### src/rtl/spp_pkg.sv
package spp_pkg;
    localparam int ADDR_W = 8;

    typedef enum logic {
        ST_STOPPED = 1'b0,
        ST_RUNNING = 1'b1
    } cnt_state_e;

    localparam logic [ADDR_W-1:0] OFF_CTRL  = 8'h00;
    localparam logic [ADDR_W-1:0] OFF_COUNT = 8'h04;
    localparam logic [ADDR_W-1:0] OFF_MOD   = 8'h08;
    localparam logic [ADDR_W-1:0] OFF_START = 8'h4C;
    localparam logic [ADDR_W-1:0] OFF_INIT  = 8'h5C;
    localparam logic [ADDR_W-1:0] OFF_MASK  = 8'h60;
    localparam logic [ADDR_W-1:0] OFF_POL   = 8'h70;

    localparam logic [1:0] SRC_OFF = 2'd0;
    localparam logic [1:0] SRC_CLK = 2'd1;
    localparam logic [1:0] SRC_FIX = 2'd2;
    localparam logic [1:0] SRC_EXT = 2'd3;

    function automatic logic [ADDR_W-1:0] ch_mode_off(input int n);
        return ADDR_W'(12 + 8 * n);
    endfunction

    function automatic logic [ADDR_W-1:0] ch_cmp_off(input int n);
        return ADDR_W'(16 + 8 * n);
    endfunction
endpackage

### src/rtl/spp_prescale.sv
module spp_prescale #(
    parameter int PS_W = 3
) (
    input  logic            clk,
    input  logic            rst_n,
    input  logic            clr,
    input  logic [1:0]      src_sel,
    input  logic            fix_tick,
    input  logic            ext_tick,
    input  logic [PS_W-1:0] ps,
    output logic            adv
);
    import spp_pkg::*;

    localparam int PRE_W = (1 << PS_W) - 1;

    logic [PRE_W-1:0] pre_q;
    logic [PRE_W-1:0] lim;
    logic             src_tick;

    always_comb begin
        unique case (src_sel)
            SRC_CLK: src_tick = 1'b1;
            SRC_FIX: src_tick = fix_tick;
            SRC_EXT: src_tick = ext_tick;
            default: src_tick = 1'b0;
        endcase
    end

    assign lim = PRE_W'((1 << ps) - 1);
    assign adv = !clr && src_tick && (pre_q >= lim);

    always_ff @(posedge clk or negedge rst_n) begin
        if (!rst_n) begin
            pre_q <= '0;
        end else if (clr) begin
            pre_q <= '0;
        end else if (src_tick) begin
            if (pre_q >= lim) pre_q <= '0;
            else              pre_q <= pre_q + 1'b1;
        end
    end
endmodule

### src/rtl/spp_counter.sv
module spp_counter #(
    parameter int CNT_W = 16
) (
    input  logic             clk,
    input  logic             rst_n,
    input  logic             run_req,
    input  logic             adv,
    input  logic [CNT_W-1:0] start_val,
    input  logic [CNT_W-1:0] mod_wr,
    output logic [CNT_W-1:0] cnt,
    output logic [CNT_W-1:0] mod_act,
    output logic             running,
    output logic             reload,
    output logic             load_en
);
    import spp_pkg::*;

    cnt_state_e state_q, state_d;

    always_comb begin
        state_d = state_q;
        unique case (state_q)
            ST_STOPPED: if (run_req)  state_d = ST_RUNNING;
            ST_RUNNING: if (!run_req) state_d = ST_STOPPED;
        endcase
    end

    always_ff @(posedge clk or negedge rst_n) begin
        if (!rst_n) state_q <= ST_STOPPED;
        else        state_q <= state_d;
    end

    always_comb begin
        running = (state_q == ST_RUNNING);
        reload  = running && adv && (cnt >= mod_act);
        load_en = !running || reload;
    end

    always_ff @(posedge clk or negedge rst_n) begin
        if (!rst_n) begin
            cnt     <= '0;
            mod_act <= '1;
        end else begin
            if (load_en) mod_act <= mod_wr;
            if (!running)    cnt <= start_val;
            else if (reload) cnt <= start_val;
            else if (adv)    cnt <= cnt + 1'b1;
        end
    end
endmodule

### src/rtl/spp_channel.sv
module spp_channel #(
    parameter int CNT_W = 16
) (
    input  logic             clk,
    input  logic             rst_n,
    input  logic             load_en,
    input  logic             running,
    input  logic [CNT_W-1:0] cnt,
    input  logic [CNT_W-1:0] cmp_wr,
    input  logic             mode_en,
    input  logic             init_bit,
    input  logic             pol_bit,
    input  logic             mask_bit,
    output logic             out
);
    logic [CNT_W-1:0] cmp_act;
    logic             raw;

    always_ff @(posedge clk or negedge rst_n) begin
        if (!rst_n)       cmp_act <= '0;
        else if (load_en) cmp_act <= cmp_wr;
    end

    always_comb begin
        if (running) raw = mode_en && (cnt < cmp_act);
        else         raw = init_bit;
        out = mask_bit ? pol_bit : (raw ^ pol_bit);
    end
endmodule

### src/rtl/shared_period_pwm.sv
module shared_period_pwm #(
    parameter int NCH   = 8,
    parameter int CNT_W = 16
) (
    input  logic        clk,
    input  logic        rst_n,
    input  logic        fix_tick,
    input  logic        ext_tick,
    input  logic        bus_wr,
    input  logic [7:0]  bus_addr,
    input  logic [31:0] bus_wdata,
    output logic [31:0] bus_rdata,
    output logic [7:0]  pwm_out
);
    import spp_pkg::*;

    localparam int PS_W = 3;

    logic [4:0]       ctrl_q;
    logic [CNT_W-1:0] mod_q;
    logic [CNT_W-1:0] start_q;
    logic [NCH-1:0]   init_q;
    logic [NCH-1:0]   mask_q;
    logic [NCH-1:0]   pol_q;
    logic [3:0]       mode_q [NCH];
    logic [CNT_W-1:0] cmp_q  [NCH];

    logic [CNT_W-1:0] cnt_q;
    logic [CNT_W-1:0] mod_act;
    logic             running;
    logic             reload;
    logic             load_en;
    logic             adv;
    logic [NCH-1:0]   ch_out;

    always_ff @(posedge clk or negedge rst_n) begin
        if (!rst_n) begin
            ctrl_q  <= '0;
            mod_q   <= '1;
            start_q <= '0;
            init_q  <= '0;
            mask_q  <= '1;
            pol_q   <= '0;
            for (int i = 0; i < NCH; i++) begin
                mode_q[i] <= '0;
                cmp_q[i]  <= '0;
            end
        end else if (bus_wr) begin
            unique case (bus_addr)
                OFF_CTRL:  ctrl_q  <= bus_wdata[4:0];
                OFF_MOD:   mod_q   <= bus_wdata[CNT_W-1:0];
                OFF_START: start_q <= bus_wdata[CNT_W-1:0];
                OFF_INIT:  init_q  <= bus_wdata[NCH-1:0];
                OFF_MASK:  mask_q  <= bus_wdata[NCH-1:0];
                OFF_POL:   pol_q   <= bus_wdata[NCH-1:0];
                default: ;
            endcase
            for (int i = 0; i < NCH; i++) begin
                if (bus_addr == ch_mode_off(i)) mode_q[i] <= bus_wdata[5:2];
                if (bus_addr == ch_cmp_off(i))  cmp_q[i]  <= bus_wdata[CNT_W-1:0];
            end
        end
    end

    always_comb begin
        bus_rdata = '0;
        unique case (bus_addr)
            OFF_CTRL:  bus_rdata = 32'(ctrl_q);
            OFF_COUNT: bus_rdata = 32'(cnt_q);
            OFF_MOD:   bus_rdata = 32'(mod_q);
            OFF_START: bus_rdata = 32'(start_q);
            OFF_INIT:  bus_rdata = 32'(init_q);
            OFF_MASK:  bus_rdata = 32'(mask_q);
            OFF_POL:   bus_rdata = 32'(pol_q);
            default: ;
        endcase
        for (int i = 0; i < NCH; i++) begin
            if (bus_addr == ch_mode_off(i)) bus_rdata = 32'({mode_q[i], 2'b00});
            if (bus_addr == ch_cmp_off(i))  bus_rdata = 32'(cmp_q[i]);
        end
    end

    spp_prescale #(.PS_W(PS_W)) u_pre (
        .clk      (clk),
        .rst_n    (rst_n),
        .clr      (!running),
        .src_sel  (ctrl_q[4:3]),
        .fix_tick (fix_tick),
        .ext_tick (ext_tick),
        .ps       (ctrl_q[2:0]),
        .adv      (adv)
    );

    spp_counter #(.CNT_W(CNT_W)) u_cnt (
        .clk       (clk),
        .rst_n     (rst_n),
        .run_req   (ctrl_q[4:3] != SRC_OFF),
        .adv       (adv),
        .start_val (start_q),
        .mod_wr    (mod_q),
        .cnt       (cnt_q),
        .mod_act   (mod_act),
        .running   (running),
        .reload    (reload),
        .load_en   (load_en)
    );

    for (genvar g = 0; g < NCH; g++) begin : g_ch
        spp_channel #(.CNT_W(CNT_W)) u_ch (
            .clk      (clk),
            .rst_n    (rst_n),
            .load_en  (load_en),
            .running  (running),
            .cnt      (cnt_q),
            .cmp_wr   (cmp_q[g]),
            .mode_en  (mode_q[g][3] && mode_q[g][1]),
            .init_bit (init_q[g]),
            .pol_bit  (pol_q[g]),
            .mask_bit (mask_q[g]),
            .out      (ch_out[g])
        );
    end

    always_comb begin
        pwm_out = '0;
        pwm_out[NCH-1:0] = ch_out;
    end
endmodule

### config.mk
export PLATFORM = sky130hd
export DESIGN_NAME = shared_period_pwm
export DESIGN_NICKNAME = d
export VERILOG_FILES = /design/src/rtl/spp_pkg.sv /design/src/rtl/spp_prescale.sv /design/src/rtl/spp_counter.sv /design/src/rtl/spp_channel.sv /design/src/rtl/shared_period_pwm.sv
export SDC_FILE = /design/constraint.sdc
export NUM_CORES = 1
export LEC_CHECK = 0
export BUFFER_PORTS_ARGS = -buffer_cell sky130_fd_sc_hd__buf_2
export CORE_ASPECT_RATIO = 0.75
export CORE_MARGIN = 2
export CORE_UTILIZATION = 65
export DETAILED_ROUTE_END_ITERATION = 16
export MAX_ROUTING_LAYER = met4
export PLACE_DENSITY = 0.92
export SLEW_MARGIN = 20
export SYNTH_ARGS = -nofsm -noshare
export SYNTH_HDL_FRONTEND = slang
export SYNTH_SLANG_ARGS = --single-unit
### constraint.sdc
create_clock -name clk -period 8.4 [get_ports clk]
set_input_delay 0.84 -clock clk [delete_from_list [all_inputs] [get_ports clk]]
set_output_delay 0.84 -clock clk [all_outputs]
set_load 0.02 [all_outputs]
==> results_dict.tcl, run 1 <==
set metrics [dict create \
    status "complete, no violations" \
    numCtsBuffers 38 \
    p_seq_frac 0.413 \
    cap_violations 0 \
    htreeDepth 2 \
    die_x_um 213 \
    start_util 0.659 \
    ioPinCount 85 \
    ant_nets 0 \
    syn_avg_cell_area_sq_um 11.5 \
    synthToLayoutAreaGrowth_pct 8.72 \
    nNetsFinal 2045 \
    dp.cells 2255 \
    final.min_clock_period_ns 4.77 \
    drc 0 \
    cts_resized 0 \
    p_sw_uw 1680 \
    cp-start-kind "input port" \
    crit_type "input port to primary output" \
    hold_viol 0 \
    cts_hold_buf 0 \
    synth_cell_types 75 \
    firstDrtPassIters 6 \
    dieHeight_um 161 \
    power_density_nw_per_um2 228 \
    wire_per_inst_um 27.3 \
    routed_wl_um 63500 \
    synth_edf_count 0 \
    grt_antenna_before_repair 1 \
    cts_root_buf "clkbuf_16" \
    critPathCaptureType "primary output" \
    nFillCells 2119 \
    clockBufferDepth 3 \
    post_cts_buffers 0 \
    pwr-share-comb 0.242 \
    gr-total-overflow 0 \
    clock_skew_ns 0.0149 \
    leakage_uw 0.0111 \
    io_buffer_count 52 \
    worst_pin_slew_ns 1.20 \
    final_cell_mix "349 x dfrtp_1, 310 x mux2_2, 149 x inv_1" \
    rsz0062_at_grt "no" \
    drive_gt1_frac 0.272 \
    drt-initial-drc-count 1908 \
    slew_violations 0 \
    clock_sinks 389 \
    netlist_area_sq_um 21300 \
    required_ns 7.56 \
    ys.flop_type "dfrtp_1" \
    setup_viol 0 \
    final_util 0.716 \
    finalNonFillerCells 2328 \
    wirelength_met1_um 25400 \
    ir_drop_mv 0.177 \
    clk_pin_slew_ns 0.06 \
    cts_tree "yes" \
    maxUsedRoutingLayer "met4" \
    p_int_uw 3580 \
    ys_async_sr_fraction 1.00 \
    synth_seq_cells 389 \
    grt_pass1_vias 16200 \
    hold_class "input port to asynchronous set/reset pin" \
    tns_ns 0 \
    cp_max_fo 26 \
    whs_ns 0.344 \
    grt_usage 0.391 \
    yosysWarnings 0 \
    grt_max_degree 198 \
    num_vias 16000 \
    grt_pass1_wl_um 96700 \
    clkLatencyLatePin_ns 0.56 \
    swShare 0.320 \
    crit_arrival_ns 3.93 \
    post-dp-hpwl_um 44100 \
    met3_length_um 7700 \
    die_area_sq_um 34200 \
    fmax_mhz 210 \
    max_slew_margin 0.198 \
    synth-seq-area-share 0.460 \
    final_common_cell "dfrtp_1" \
    dr_wl_met2_um 27800 \
    min_period_over_period 0.568 \
    routabilityCongestion 1.00 \
    vias_per_cell 6.89 \
    clkPwrFrac 0.344 \
    row_count 57 \
    core_area_sq_um 32300 \
    synthCells 1845 \
]
==> metal layers <==
metal | vias up | track usage
met5 | - | -
met4 | 0 | 0.151
met3 | 179 | 0.106
met2 | 944 | 0.555
met1 | 8170 | 0.538
li1 | 6736 | -
==> synthesized netlist by cell type (all sizes together) (8+ instances only) <==
cell type	n	share of area
o21a	8	0.0028
o211ai	10	0.0035
dfstp	40	0.049
buf	76	0.022
a2111o	9	0.0048
a21o	26	0.0092
dfrtp	349	0.41
nor3	25	0.0059
nand3	52	0.012
a22oi	24	0.0085
mux2i	27	0.013
nand2b	13	0.0038
inv	149	0.026
a222oi	20	0.0094
a221oi	9	0.0037
nand4	30	0.0088
nor2b	16	0.0047
a21oi	73	0.017
a211oi	14	0.0052
ha	145	0.085
clkbuf	45	0.0080
a2bb2oi	13	0.0054
mux2	370	0.20
and3	11	0.0032
nor2	47	0.0099
a22o	21	0.0086
nand2	74	0.013
o21ai	49	0.012
==> stage by stage <==
stage	worst slack, ns	power, uW	area, sq um
6_report	3.63	5260	23100
2_1_floorplan	4.81	2990	21300
5_1_grt	3.64	5460	23100
3_3_place_gp	3.60	3310	21800
4_1_cts	3.58	5220	23100
3_5_place_dp	3.57	3410	21800
==> state kept, by name, indices dropped and copies added, names as in the netlist <==
name               count
u_cnt.running          1
init_q                 8
u_cnt.cnt             16
cmp_q                128
pol_q                  8
g_ch.u_ch.cmp_act    128
u_cnt.mod_act         16
start_q               16
u_pre.pre_q            7
mod_q                 16
mode_q                32
mask_q                 8
ctrl_q                 5
==> worst max-delay path: stages <==
cell	delay (ns)
buf_2	0.31
or4b_2	0.83
nor2_1	0.93
a222oi_1	0.27
o21ai_0	0.29
a211o_1	0.25
buf_2	0.19
==> cell families after synthesis <==
logic type,Yosys count,share of synthesized area
muxes,397,0.209
DFF,389,0.460
AOI/OAI and AO/OA,324,0.108
and+or+nand+nor,318,0.0811
buffers and inverters,270,0.0564
adders and majority gates,145,0.0853
other,1,0.000176
xor gates and xnor gates,1,0.000412
==> power by group through the flow <==
stage                     sequential (uW)  clock [uW]  combinational [uW]
after floorplan                      2130           0                 853
final                                2180        1810                1280
after CTS                            2160        1820                1240
after global placement               2180           0                1130
after global routing                 2190        1900                1380
after detailed placement             2200           0                1210
==> area by class of cell <==
cell class	instances	area, sq um	share of cell area
Timing Repair Buffer	76	515	0.0223
Antenna cell	1	2.50	0.000108
Inverter	149	559	0.0242
Tap cell	442	553	0.0239
Sequential cell	389	9780	0.423
Clock buffer	61	1180	0.0511
Multi-Input combinational cell	1201	10400	0.450
Clock inverter	9	131	0.00568
==> worst paths after layout <==
| check | start | end | slack (ns) | cells past startpoint |
|---|---|---|---|---|
| setup / recovery | bus_addr[4] | bus_rdata[0] | 3.63 | 7 |
| max in group asynchronous | rst_n | cmp_q[59] | 6.52 | 3 |
| hold reg to reg | g_ch[3].u_ch.cmp_act[14] | g_ch[3].u_ch.cmp_act[14] | 0.49 | 1 |
| setup reg to reg | ctrl_q[1] | g_ch[0].u_ch.cmp_act[7] | 4.48 | 9 |
| hold / removal | rst_n | u_pre.pre_q[5] | 0.34 | 1 |
| min in group clk | g_ch[3].u_ch.cmp_act[14] | g_ch[3].u_ch.cmp_act[14] | 0.49 | 1 |
No activity file was read; power rests on OpenSTA's default activity.
==> run 2: changes to the inputs <==
--- a/config.mk
+++ b/config.mk
@@ -8,10 +8,10 @@
 export BUFFER_PORTS_ARGS = -buffer_cell sky130_fd_sc_hd__buf_2
 export CORE_ASPECT_RATIO = 0.75
 export CORE_MARGIN = 2
-export CORE_UTILIZATION = 65
+export CORE_UTILIZATION = 63
 export DETAILED_ROUTE_END_ITERATION = 16
 export MAX_ROUTING_LAYER = met4
-export PLACE_DENSITY = 0.92
+export PLACE_DENSITY = 0.9
 export SLEW_MARGIN = 20
 export SYNTH_ARGS = -nofsm -noshare
 export SYNTH_HDL_FRONTEND = slang
==> constraint.sdc (replaced) <==
create_clock -name clk -period 4.6 [get_ports clk]
set_input_delay 0.46 -clock clk [delete_from_list [all_inputs] [get_ports clk]]
set_output_delay 0.46 -clock clk [all_outputs]
set_load 0.02 [all_outputs]
==> run 2 against run 1 <==
Compared with the run above: setup slack worse by 3.1 ns; critical path depth up 1; first-iteration DRC count down 5.1%; routed wire length up 1.5%; via count rose by 0.31%; clock-buffer cell count up 2; final area rose by 0.82%; critical endpoint is now pwm_out[5]; cell count is 1.5% higher; clock power grew 86%.
==> results_dict.tcl, run 2 (synthesis gave the netlist of run 1 again) <==
set metrics [dict create \
    die_area_sq_um 35300 \
    grt_max_degree 120 \
    cts_tree "yes" \
    drive_gt1_frac 0.281 \
    final.min_clock_period_ns 4.10 \
    nNetsFinal 2071 \
    cp-start-kind "register" \
    grt_pass1_vias 16200 \
    setup_viol 0 \
    post_cts_buffers 0 \
    worst_pin_slew_ns 1.01 \
    hold_start "bus_wdata[13]" \
    cts_root_buf "clkbuf_16" \
    htreeDepth 2 \
    drc 0 \
    row_count 58 \
    routabilityCongestion 1.01 \
    hold_depth 2 \
    final_cell_mix "349 x dfrtp_1, 310 x mux2_2, 149 x inv_1" \
    reg2reg_slack_ns 1.01 \
    numCtsBuffers 40 \
    largestRegisters "cmp_q (128), g_ch.u_ch.cmp_act (128), mode_q (32)" \
    hold_viol 0 \
    crit_arrival_ns 3.64 \
    rsz0062_at_grt "no" \
    setup_ws_ns 0.496 \
    post-dp-hpwl_um 45800 \
    critPathCaptureType "primary output" \
    clock_sinks 389 \
    nFillCells 2328 \
    vias_per_cell 6.81 \
    fmax_mhz 244 \
    grt_usage 0.381 \
    start_util 0.637 \
    power_density_nw_per_um2 417 \
    synthToLayoutAreaGrowth_pct 9.61 \
    r2r_start "ctrl_q[1]" \
    grt_antenna_before_repair 1 \
    num_vias 16100 \
    drt-initial-drc-count 1811 \
    io_buffer_count 52 \
    routed_wl_um 64400 \
    dieHeight_um 163 \
    ant_nets 0 \
    rr_endpoint "g_ch[2].u_ch.cmp_act[5]" \
    leakage_uw 0.0112 \
    die_x_um 216 \
    clock_skew_ns 0.0164 \
    required_ns 4.14 \
    clockBufferDepth 3 \
    crit_type "register to primary output" \
    final_common_cell "dfrtp_1" \
    wire_per_inst_um 27.3 \
    r2r.worst_path.cells 10 \
    min_to "cmp_q[61]" \
    whs_ns 0.375 \
    clkLatencyLatePin_ns 0.55 \
    grt_pass1_wl_um 98000 \
    tns_ns 0 \
    core_area_sq_um 33400 \
    gr-total-overflow 0 \
    ir_drop_mv 0.346 \
    cap_violations 0 \
    cts_resized 0 \
    slew_violations 0 \
    clk_pin_slew_ns 0.06 \
    min_period_over_period 0.892 \
    dp_worst_setup_slack_ns 1.15 \
    max_slew_margin 0.323 \
    hold_class "input port to register" \
    firstDrtPassIters 8 \
    status "complete, no violations" \
    cp_max_fo 17 \
    ioPinCount 85 \
]
-- run 2: cell count changes in the layout (fill, tap and decap cells not counted), moves of 2 or more --
cell      delta
clkbuf_8     +2
buf_4       +24
buf_16       -2
inv_6        +3
clkinv_4     -3
-- run 2: per-layer routing --
layer / vias to the layer above / wire [um] / global-route usage / share of wire
li1: 6793 / - / - / -
met1: 8105 / 26000 / 0.519 / 0.40
met2: 973 / 28200 / 0.548 / 0.44
met3: 207 / 7770 / 0.105 / 0.12
met4: 0 / 2440 / 0.138 / 0.038
met5: - / 0 / - / 0
-- run 2: how the worst max path moves through the flow --
stage,start,end,slack (ns),cells after the start
final,u_cnt.cnt[2],pwm_out[5],0.50,8
after global routing,u_cnt.cnt[2],pwm_out[5],0.44,8
after CTS,u_cnt.cnt[2],pwm_out[5],0.58,8
after detailed placement,bus_addr[2],cmp_q[56],1.15,6
after global placement,bus_addr[2],bus_rdata[7],1.13,7
after floorplan,u_cnt.cnt[10],pwm_out[5],1.63,8
-- run 2: cell type report --
cell class                      instances  area [sq um]  share of cell area
Antenna cell                            1          2.50            0.000107
Clock buffer                           63          1210              0.0518
Clock inverter                          9           134             0.00574
Inverter                              149           559              0.0240
Multi-Input combinational cell       1201         10400               0.446
Sequential cell                       389          9780               0.420
Tap cell                              450           563              0.0241
Timing Repair Buffer                  100           671              0.0288
-- run 2: stage by stage --
step	area (sq um)	total power [uW]	utilization	instances
after CTS	23300	9640	0.698	2361
after detailed placement	22000	6280	0.658	2288
after floorplan	21300	5450	-	1860
after global placement	22000	6110	0.658	2288
after global routing	23300	10100	0.699	2362
final	23300	9720	0.699	2362
-- run 2: repair_timing --
action,in CTS,in global routing
endpoints found under the hold margin,1,0
setup endpoints to repair,0,0
hold buffers,1,0
-- run 2: worst max-delay path, stage by stage (launching register included) --
cell and delay [ns]:
dfrtp_1 1.00, ha_1 0.39, a21oi_1 0.14, o21ai_0 0.12
a41oi_1 0.30, a21oi_1 0.15, o211ai_1 0.17, or4b_2 0.62
buf_2 0.19
-- run 2: power by group --
group / switching (uW) / internal [uW] / leakage [uW]
logic: 1400 / 958 / 0.00535
clock network: 1390 / 1980 / 0.000655
registers: 345 / 3650 / 0.00522
